<file path="src/rtl/pktq_pkg.sv">
package pktq_pkg;
    localparam int DATA_W  = 64;
    localparam int EMPTY_W = 3;
    localparam int DEPTH   = 16;
    localparam int CNT_W   = $clog2(DEPTH + 1);
    localparam int ADDR_W  = $clog2(DEPTH);

    typedef logic [CNT_W-1:0] cnt_t;

    typedef struct packed {
        logic               sop;
        logic               eop;
        logic [EMPTY_W-1:0] empty;
        logic [DATA_W-1:0]  data;
    } word_t;

    // rise level: an off level below the on level counts as the on level
    function automatic cnt_t rise_level(input cnt_t on_lvl, input cnt_t off_lvl);
        return (off_lvl < on_lvl) ? on_lvl : off_lvl;
    endfunction
endpackage

</file>
<file path="src/rtl/pktq_store.sv">
module pktq_store
    import pktq_pkg::*;
(
    input  logic  clk,
    input  logic  rst,
    input  logic  wr_en,
    input  word_t wr_word,
    input  logic  rd_req,
    output logic  rd_valid,
    output word_t rd_word,
    output cnt_t  count,
    output cnt_t  count_nxt,
    output logic  wr_drop
);
    localparam cnt_t             FULL_C = cnt_t'(DEPTH);
    localparam logic [ADDR_W-1:0] LAST_A = ADDR_W'(DEPTH - 1);

    word_t             mem [DEPTH];
    logic [ADDR_W-1:0] wptr, rptr;
    logic              full, empty, wr_acc, rd_acc;

    assign full    = (count == FULL_C);
    assign empty   = (count == '0);
    assign wr_acc  = wr_en && !full;
    assign rd_acc  = rd_req && !empty;
    assign wr_drop = wr_en && full;

    always_comb begin
        count_nxt = count;
        if (wr_acc && !rd_acc)
            count_nxt = count + 1'b1;
        else if (!wr_acc && rd_acc)
            count_nxt = count - 1'b1;
    end

    always_ff @(posedge clk) begin
        if (wr_acc)
            mem[wptr] <= wr_word;
    end

    always_ff @(posedge clk) begin
        if (rst) begin
            wptr     <= '0;
            rptr     <= '0;
            count    <= '0;
            rd_valid <= 1'b0;
            rd_word  <= '0;
        end else begin
            count    <= count_nxt;
            rd_valid <= rd_acc;
            if (wr_acc)
                wptr <= (wptr == LAST_A) ? '0 : wptr + 1'b1;
            if (rd_acc) begin
                rd_word <= mem[rptr];
                rptr    <= (rptr == LAST_A) ? '0 : rptr + 1'b1;
            end
        end
    end

    AST_FULL_DROP: assert property (@(posedge clk) disable iff (rst)
        (wr_en && full && !rd_req) |=> (count == FULL_C));
    AST_EMPTY_READ: assert property (@(posedge clk) disable iff (rst)
        (rd_req && empty && !wr_en) |=> (!rd_valid && count == '0));
    AST_PAIR_HOLD: assert property (@(posedge clk) disable iff (rst)
        (wr_en && rd_req && !full && !empty) |=> $stable(count));
endmodule

</file>
<file path="src/rtl/pktq_hyst.sv">
module pktq_hyst
    import pktq_pkg::*;
#(
    parameter bit RST_VAL = 1'b0
) (
    input  logic clk,
    input  logic rst,
    input  cnt_t level,
    input  cnt_t on_lvl,
    input  cnt_t off_lvl,
    output logic flag
);
    cnt_t rise_at;
    assign rise_at = rise_level(on_lvl, off_lvl);

    always_ff @(posedge clk) begin
        if (rst)
            flag <= RST_VAL;
        else if (flag && level <= on_lvl)
            flag <= 1'b0;
        else if (!flag && level >= rise_at && level > on_lvl)
            flag <= 1'b1;
    end
endmodule

</file>
<file path="src/rtl/pktq_hyst_fifo.sv">
module pktq_hyst_fifo
    import pktq_pkg::*;
(
    input  logic               clk,
    input  logic               rst,
    input  logic [CNT_W-1:0]   afull_on,
    input  logic [CNT_W-1:0]   afull_off,
    input  logic [CNT_W-1:0]   aempty_on,
    input  logic [CNT_W-1:0]   aempty_off,
    input  logic               wr_en,
    input  logic [DATA_W-1:0]  wr_data,
    input  logic               wr_sop,
    input  logic               wr_eop,
    input  logic [EMPTY_W-1:0] wr_empty,
    output logic               room_ok,
    output logic               overflow,
    input  logic               rd_req,
    output logic               rd_valid,
    output logic [DATA_W-1:0]  rd_data,
    output logic               rd_sop,
    output logic               rd_eop,
    output logic [EMPTY_W-1:0] rd_empty,
    output logic               data_ok
);
    localparam cnt_t FULL_C = cnt_t'(DEPTH);

    word_t in_word, out_word;
    cnt_t  count, count_nxt, free_nxt, free_now;
    logic  wr_drop;

    assign in_word = '{sop: wr_sop, eop: wr_eop, empty: wr_empty, data: wr_data};

    pktq_store u_store (
        .clk       (clk),
        .rst       (rst),
        .wr_en     (wr_en),
        .wr_word   (in_word),
        .rd_req    (rd_req),
        .rd_valid  (rd_valid),
        .rd_word   (out_word),
        .count     (count),
        .count_nxt (count_nxt),
        .wr_drop   (wr_drop)
    );

    assign rd_data  = out_word.data;
    assign rd_sop   = out_word.sop;
    assign rd_eop   = out_word.eop;
    assign rd_empty = out_word.empty;

    assign free_nxt = FULL_C - count_nxt;
    assign free_now = FULL_C - count;

    pktq_hyst #(.RST_VAL(1'b1)) u_room (
        .clk     (clk),
        .rst     (rst),
        .level   (free_nxt),
        .on_lvl  (afull_on),
        .off_lvl (afull_off),
        .flag    (room_ok)
    );

    pktq_hyst #(.RST_VAL(1'b0)) u_data (
        .clk     (clk),
        .rst     (rst),
        .level   (count_nxt),
        .on_lvl  (aempty_on),
        .off_lvl (aempty_off),
        .flag    (data_ok)
    );

    always_ff @(posedge clk) begin
        if (rst)
            overflow <= 1'b0;
        else if (wr_drop)
            overflow <= 1'b1;
    end

    AST_OVF_STICKY: assert property (@(posedge clk) disable iff (rst)
        overflow |=> overflow);
    AST_ROOM_BAND: assert property (@(posedge clk) disable iff (rst)
        ($stable(afull_on) && room_ok) |-> (free_now > afull_on));
    AST_DATA_BAND: assert property (@(posedge clk) disable iff (rst)
        ($stable(aempty_on) && data_ok) |-> (count > aempty_on));
    AST_VALID_TAIL: assert property (@(posedge clk) disable iff (rst)
        !rd_req |=> !rd_valid);
    AST_STREAM: assert property (@(posedge clk) disable iff (rst)
        (rd_req && count != '0) |=> rd_valid);
endmodule

</file>
<file path="config.mk">
export PLATFORM = sky130hd
export DESIGN_NAME = pktq_hyst_fifo
export DESIGN_NICKNAME = d
export VERILOG_FILES = /design/src/rtl/pktq_pkg.sv /design/src/rtl/pktq_store.sv /design/src/rtl/pktq_hyst.sv /design/src/rtl/pktq_hyst_fifo.sv
export SDC_FILE = /design/constraint.sdc
export NUM_CORES = 1
export LEC_CHECK = 0
export BUFFER_PORTS_ARGS = -buffer_cell sky130_fd_sc_hd__buf_2
export CAP_MARGIN = 20
export CORE_MARGIN = 5
export CORE_UTILIZATION = 39
export DETAILED_ROUTE_END_ITERATION = 10
export PLACE_DENSITY = 0.59
export SLEW_MARGIN = 40
export SYNTH_ARGS = -nofsm -noshare
export SYNTH_HDL_FRONTEND = slang
export SYNTH_SLANG_ARGS = --single-unit
export TNS_END_PERCENT = 50
</file>
<file path="constraint.sdc">
create_clock -name clk -period 9.77 [get_ports clk]
set_input_delay 1.954 -clock clk [delete_from_list [all_inputs] [get_ports clk]]
set_output_delay 1.954 -clock clk [all_outputs]
set_load 0.05 [all_outputs]
</file>
**Yosys cells after proc, flatten, opt, wreduce, memory -nomap -nowiden**

Memory sizes are Yosys's and may differ from the RTL's. A register that Yosys moved wholly into a read port is not among the register bits.
Cells that the tools add are included.

- Register bits: 17
- Memory bits (writable): 1104
- Input bits: 93
- Output and inout bits: 73
- Word-level logic and storage cells: 54
- Memories kept: 1

Memories:

| memory | depth | bits a word | read ports | clocked after memory_dff | write ports | line | RTL |
|---|---|---|---|---|---|---|---|
| u_store.mem | 16 | 69 | 1 | 1 | 1 | pktq_store.sv:18 | `word_t mem [DEPTH];` |

- $add $sub $neg: 5
- Order comparisons: 8
- Equal/unequal tests: 3
- Multiplexer cells: 10
- Reduce and logical (&&, ||, !) cells: 20

Operator list:

| cell | number |
|---|---|
| $mux 5 | 4 |
| $logic_and 1x1->1 | 11 |
| $ge 5x5->1 | 2 |
| $gt 5x5->1 | 2 |
| $le 5x5->1 | 2 |
| $lt 5x5->1 | 2 |
| $add 4x1->4 const B | 2 |
| $eq 4x4->1 const B | 2 |
| $mux 4 | 2 |
| $logic_not 1->1 | 6 |
| $add 5x1->5 const B | 1 |
| $eq 5x5->1 const B | 1 |
| $logic_not 5->1 | 1 |
| $sub 5x1->5 const B | 1 |
| $sub 5x5->5 const A | 1 |
| $mux 1 | 4 |
| $reduce_bool 2->1 | 1 |
| $reduce_or 2->1 | 1 |

**Longest topological paths before layout**

- Depth after elaboration: 13
- Mapped depth: 15
- Gate-level depth less buffers: 14

**By module**

Synthesis repeated with hierarchy kept, for this count alone.

- Cell total of the unflattened synthesis: 2383
- Area, all modules: 45601.2 um2

Modules (own cells, without submodules):

| module | instances | cells each | area each (um2) | seq. area each (um2) |
|---|---|---|---|---|
| pktq_store | 1 | 2258 | 44569.0 | 34813.4 |
| pktq_hyst at u_room | 1 | 68 | 536.8 | 20.0 |
| pktq_hyst at u_data | 1 | 46 | 399.1 | 20.0 |
| pktq_hyst_fifo | 1 | 11 | 96.3 | 20.0 |

**Worst setup path after synthesis**

Ideal clock, no wire load.

- Kind: input-to-reg
- Start: input wr_en
- End: memory u_store.mem[3][0] in the netlist's numbering, enable pin
- Setup time: 0.581 ns
- Arrival: 7.310 ns
- Data required time: 9.189 ns
- Path slack: 1.879 ns
- Stages: 4
- Buffers on the path: 0
- Cells stage by stage: inv_1 a21oi_1 nand2_1 nor3_1

- Word-level cells in the longest chain between the ends: 3

Ends and longest elaborated chain:

| element | line | RTL |
|---|---|---|
| start: declaration | pktq_hyst_fifo.sv:10 | `input logic wr_en,` |
| $logic_and 1x1->1 | pktq_store.sv:24 | `assign wr_acc = wr_en && !full;` |
| $mux 1 | pktq_store.sv:37 | `if (wr_acc)` |
| $mux 1 (not written as such) | pktq_store.sv:38 | `mem[wptr] <= wr_word;` |
| end: declaration | pktq_store.sv:18 |  |

Every way passes these cells.

**Final worst setup path**

- Start: input wr_en
- End: memory u_store.mem[12][50] in the netlist's numbering, enable pin

Same word-level chain as after synthesis.

==> impl_metrics.yaml <==
yosys:
  dominantRegCellSynth: "edfxtp_1"
  seq_area_frac_synth: 0.767
  ys.warnings.count: 0
  netlist_instances: 2057
  synth-edff-count: 1104
  syn-num-nets: 2181
  synth.ff_latch_count: 1190
  synth_cell_types: 49
  avgSynthCellArea_um2: 22.1
  synth_async_sr_flop_share: 0
  syn_area_um2: 45500
detailed_routing:
  wl_um: 101000
  drtAntennaViolNets: 0
  drc_errors: 0
  vias: 21200
  post_drt_via_cell_ratio: 5.40
  dr_wl_met3_um: 5970
  drt-initial-drc-count: 1581
  top_layer_used: "met4"
  wl_met1_um: 42700
  wl_met2_um: 50400
  wl_per_cell_um: 25.7
  first_pass_iters: 5
setup_path:
  cp-start-kind: "input port"
  cp_cell_sequence: "buf_2 > inv_1 > a21oi_2 > nand2_1 > nor2_4 > buf_4"
  cp.required_ns: 10.07
  criticalPathCategory: "input port to flip-flop"
  r2r-end: "u_store.mem[12][50]$_DFFE_PP_"
  rr_startpoint: "u_store.count[0]$_SDFF_PP0_"
  crit_end: "u_store.mem[12][50]$_DFFE_PP_"
  end_kind: "flip-flop"
  crit_fanout: 48
  slowest_stage: "buf_4"
  ff2ff_setup_slack_ns: 5.86
  worst_r2r_path_depth: 7
  slowest_delay_ns: 0.78
  arrival_ns: 4.66
  crit_path_start: "wr_en"
sta:
  rsz0062_at_grt: "false"
  skew_ns: 0.0299
  tightestPinTransition_ns: 0.841
  setup_tns_ns: 0
  fin_crit_ns: 4.36
  finalHoldViolCount: 0
  min_period_over_period: 0.446
  max-slew-margin-rel: 0.439
  slew_viol_final: 0
  setup_viol: 0
  fmax_mhz: 229
cts:
  clock-root-buffer: "clkbuf_16"
  cts.sinks: 1190
  h-tree-depth: 3
  clock_tree.buffer_depth: 3
  cts_resized: 0
  cts_tree: "built"
  path_clk_slew_ns: 0.06
  cts_hold_buf: 0
  clk_latency_ns: 0.70
  cts_buffers: 119
  post_cts_buffers: 0
global_route:
  grt_max_degree: 98
  grt_pass1_wl_um: 150000
  overflow: 0
  grt_pass1_vias: 22400
  antenna_found_initial: 12
  grt_usage: 0.163
die:
  core_region_area_um2: 116000
  start_util: 0.392
  die_h_um: 352
  io-pin-count: 166
  rows: 125
  dieArea_um2: 124000
  die_width_um: 352
place:
  place_congestion: 0.788
  port_buffers: 165
  hpwl_um: 58800
min_path:
  worstHoldPathType: "flip-flop to flip-flop"
finish:
  layout-drive-gt1-share: 0.328
  nNetsFinal: 2411
  area_growth_pct: 15.3
pwr:
  ir_drop_uv: 173
  leakagePower_nw: 16.5
  powerDensity_nw_per_um2: 238
  total_power_mw: 12.5
outcome:
  outcome: "finished, final reports clean"
job:
  max-cap-violations: 0
-- logic make-up (layout without fill, tap and decap cells) --
family                   after synthesis  after routing  synth area share
flip-flops                          1190           1190             0.767
multiplexers                         355            355             0.173
buffers and inverters                127            462            0.0124
other                                  0              5                 0
AND/OR/NAND/NOR                      220            220            0.0205
adder cells (fa/ha/maj)               31             31           0.00853
XOR/XNOR                               9              9           0.00173
AO/OA/AOI/OAI                        125            125            0.0171
-- final cells by class --
cell class	instances	area, um2
inverters	20	75.1
clock buffers	158	3310
fillers	9692	63600
diodes	5	12.5
flip-flops and latches	1190	34900
multi-input cells	740	10200
repair buffers	216	1450
clock inverters	68	643
well taps	1524	1910
-- metrics by stage --
| stage | cell area [um2] | instances | worst slack, ns | util | hold WS, ns |
|---|---|---|---|---|---|
| after floorplan | 45500 | 2057 | 1.88 | - | 0.563 |
| after global routing | 52500 | 3917 | 5.29 | 0.452 | 0.476 |
| final | 52500 | 3921 | 5.41 | 0.452 | 0.448 |
| after global placement | 48200 | 3676 | 4.20 | 0.415 | 0.443 |
| after CTS | 52400 | 3915 | 5.41 | 0.452 | 0.453 |
| after detailed placement | 48500 | 3689 | 4.68 | 0.418 | 0.445 |
-- critical path: cells and delay by family --
kind            cells  cell delay, ns
buf+inv             3            1.06
compound gates      1            0.47
simple gates        2            1.07
-- routing by layer --
| layer | up-vias | global-route usage |
|---|---|---|
| met2 | 582 | 0.275 |
| met5 | - | 0 |
| met4 | 0 | 0.0380 |
| met1 | 11400 | 0.226 |
| met3 | 136 | 0.0265 |
| li1 | 9057 | - |
-- state kept, by name, indices dropped and copies added, names as in the netlist --
name,count
u_room.flag,1
u_store.rd_word,69
overflow,1
u_store.wptr,4
u_store.mem,1104
u_store.count,5
u_store.rd_valid,1
u_data.flag,1
u_store.rptr,4
-- worst min path at each step --
| stage | from | endpoint | cells after the start | slack (ns) |
|---|---|---|---|---|
| after CTS | u_store.rd_word[35]$_SDFFE_PP0P_ | u_store.rd_word[35]$_SDFFE_PP0P_ | 2 | 0.45 |
| after global routing | u_store.rd_word[44]$_SDFFE_PP0P_ | u_store.rd_word[44]$_SDFFE_PP0P_ | 2 | 0.48 |
| after floorplan | u_store.wptr[0]$_SDFFE_PP0P_ | u_store.wptr[0]$_SDFFE_PP0P_ | 2 | 0.56 |
| final | u_store.rd_word[30]$_SDFFE_PP0P_ | u_store.rd_word[30]$_SDFFE_PP0P_ | 2 | 0.45 |
| after global placement | u_store.rd_word[28]$_SDFFE_PP0P_ | u_store.rd_word[28]$_SDFFE_PP0P_ | 2 | 0.44 |
| after detailed placement | u_store.rd_word[35]$_SDFFE_PP0P_ | u_store.rd_word[35]$_SDFFE_PP0P_ | 2 | 0.45 |
-- power by group --
group	leakage (nW)	switching [mW]	internal, mW
Sequential	10.7	0.109	5.71
Clock	1.94	1.90	2.62
Combinational	3.88	1.22	0.913
Total	16.5	3.23	9.24
-- synthesized netlist by cell type, types with 4 or more instances --
library cell	count	area (um2)
a31oi_1	4	25.0
nand2b_1	6	37.5
nor3_1	13	65.1
a211o_1	4	35.0
dfxtp_1	86	1720
xor2_1	6	52.6
nand3_1	4	20.0
a21oi_1	79	395
mux4_2	345	7770
clkbuf_1	51	191
ha_1	31	388
edfxtp_1	1104	33200
mux2i_1	7	70.1
buf_1	19	71.3
inv_1	20	75.1
nand2_1	154	578
buf_4	9	67.6
nor2_1	31	116
a21o_1	12	90.1
buf_2	25	125
-- layout by cell type (no fill, tap or decap), drive strengths merged, types with 2 or more instances in the layout --
cell type / instances
xnor2: 3
xor2: 6
mux2i: 7
a211o: 4
nand2b: 6
edfxtp: 1104
a21o: 12
diode: 5
bufinv: 9
dfxtp: 86
nor2b: 3
clkinv: 46
a311oi: 3
a221oi: 2
mux2: 3
a31oi: 4
a21oi: 80
ha: 31
nand4: 2
mux4: 345
nand3: 4
o211a: 2
nor2: 31
clkbuf: 159
clkinvlp: 7
a211oi: 4
nand2: 154
buf: 215
o21ai: 5
nor3: 13
inv: 26
(Power assumes the default switching activity.)
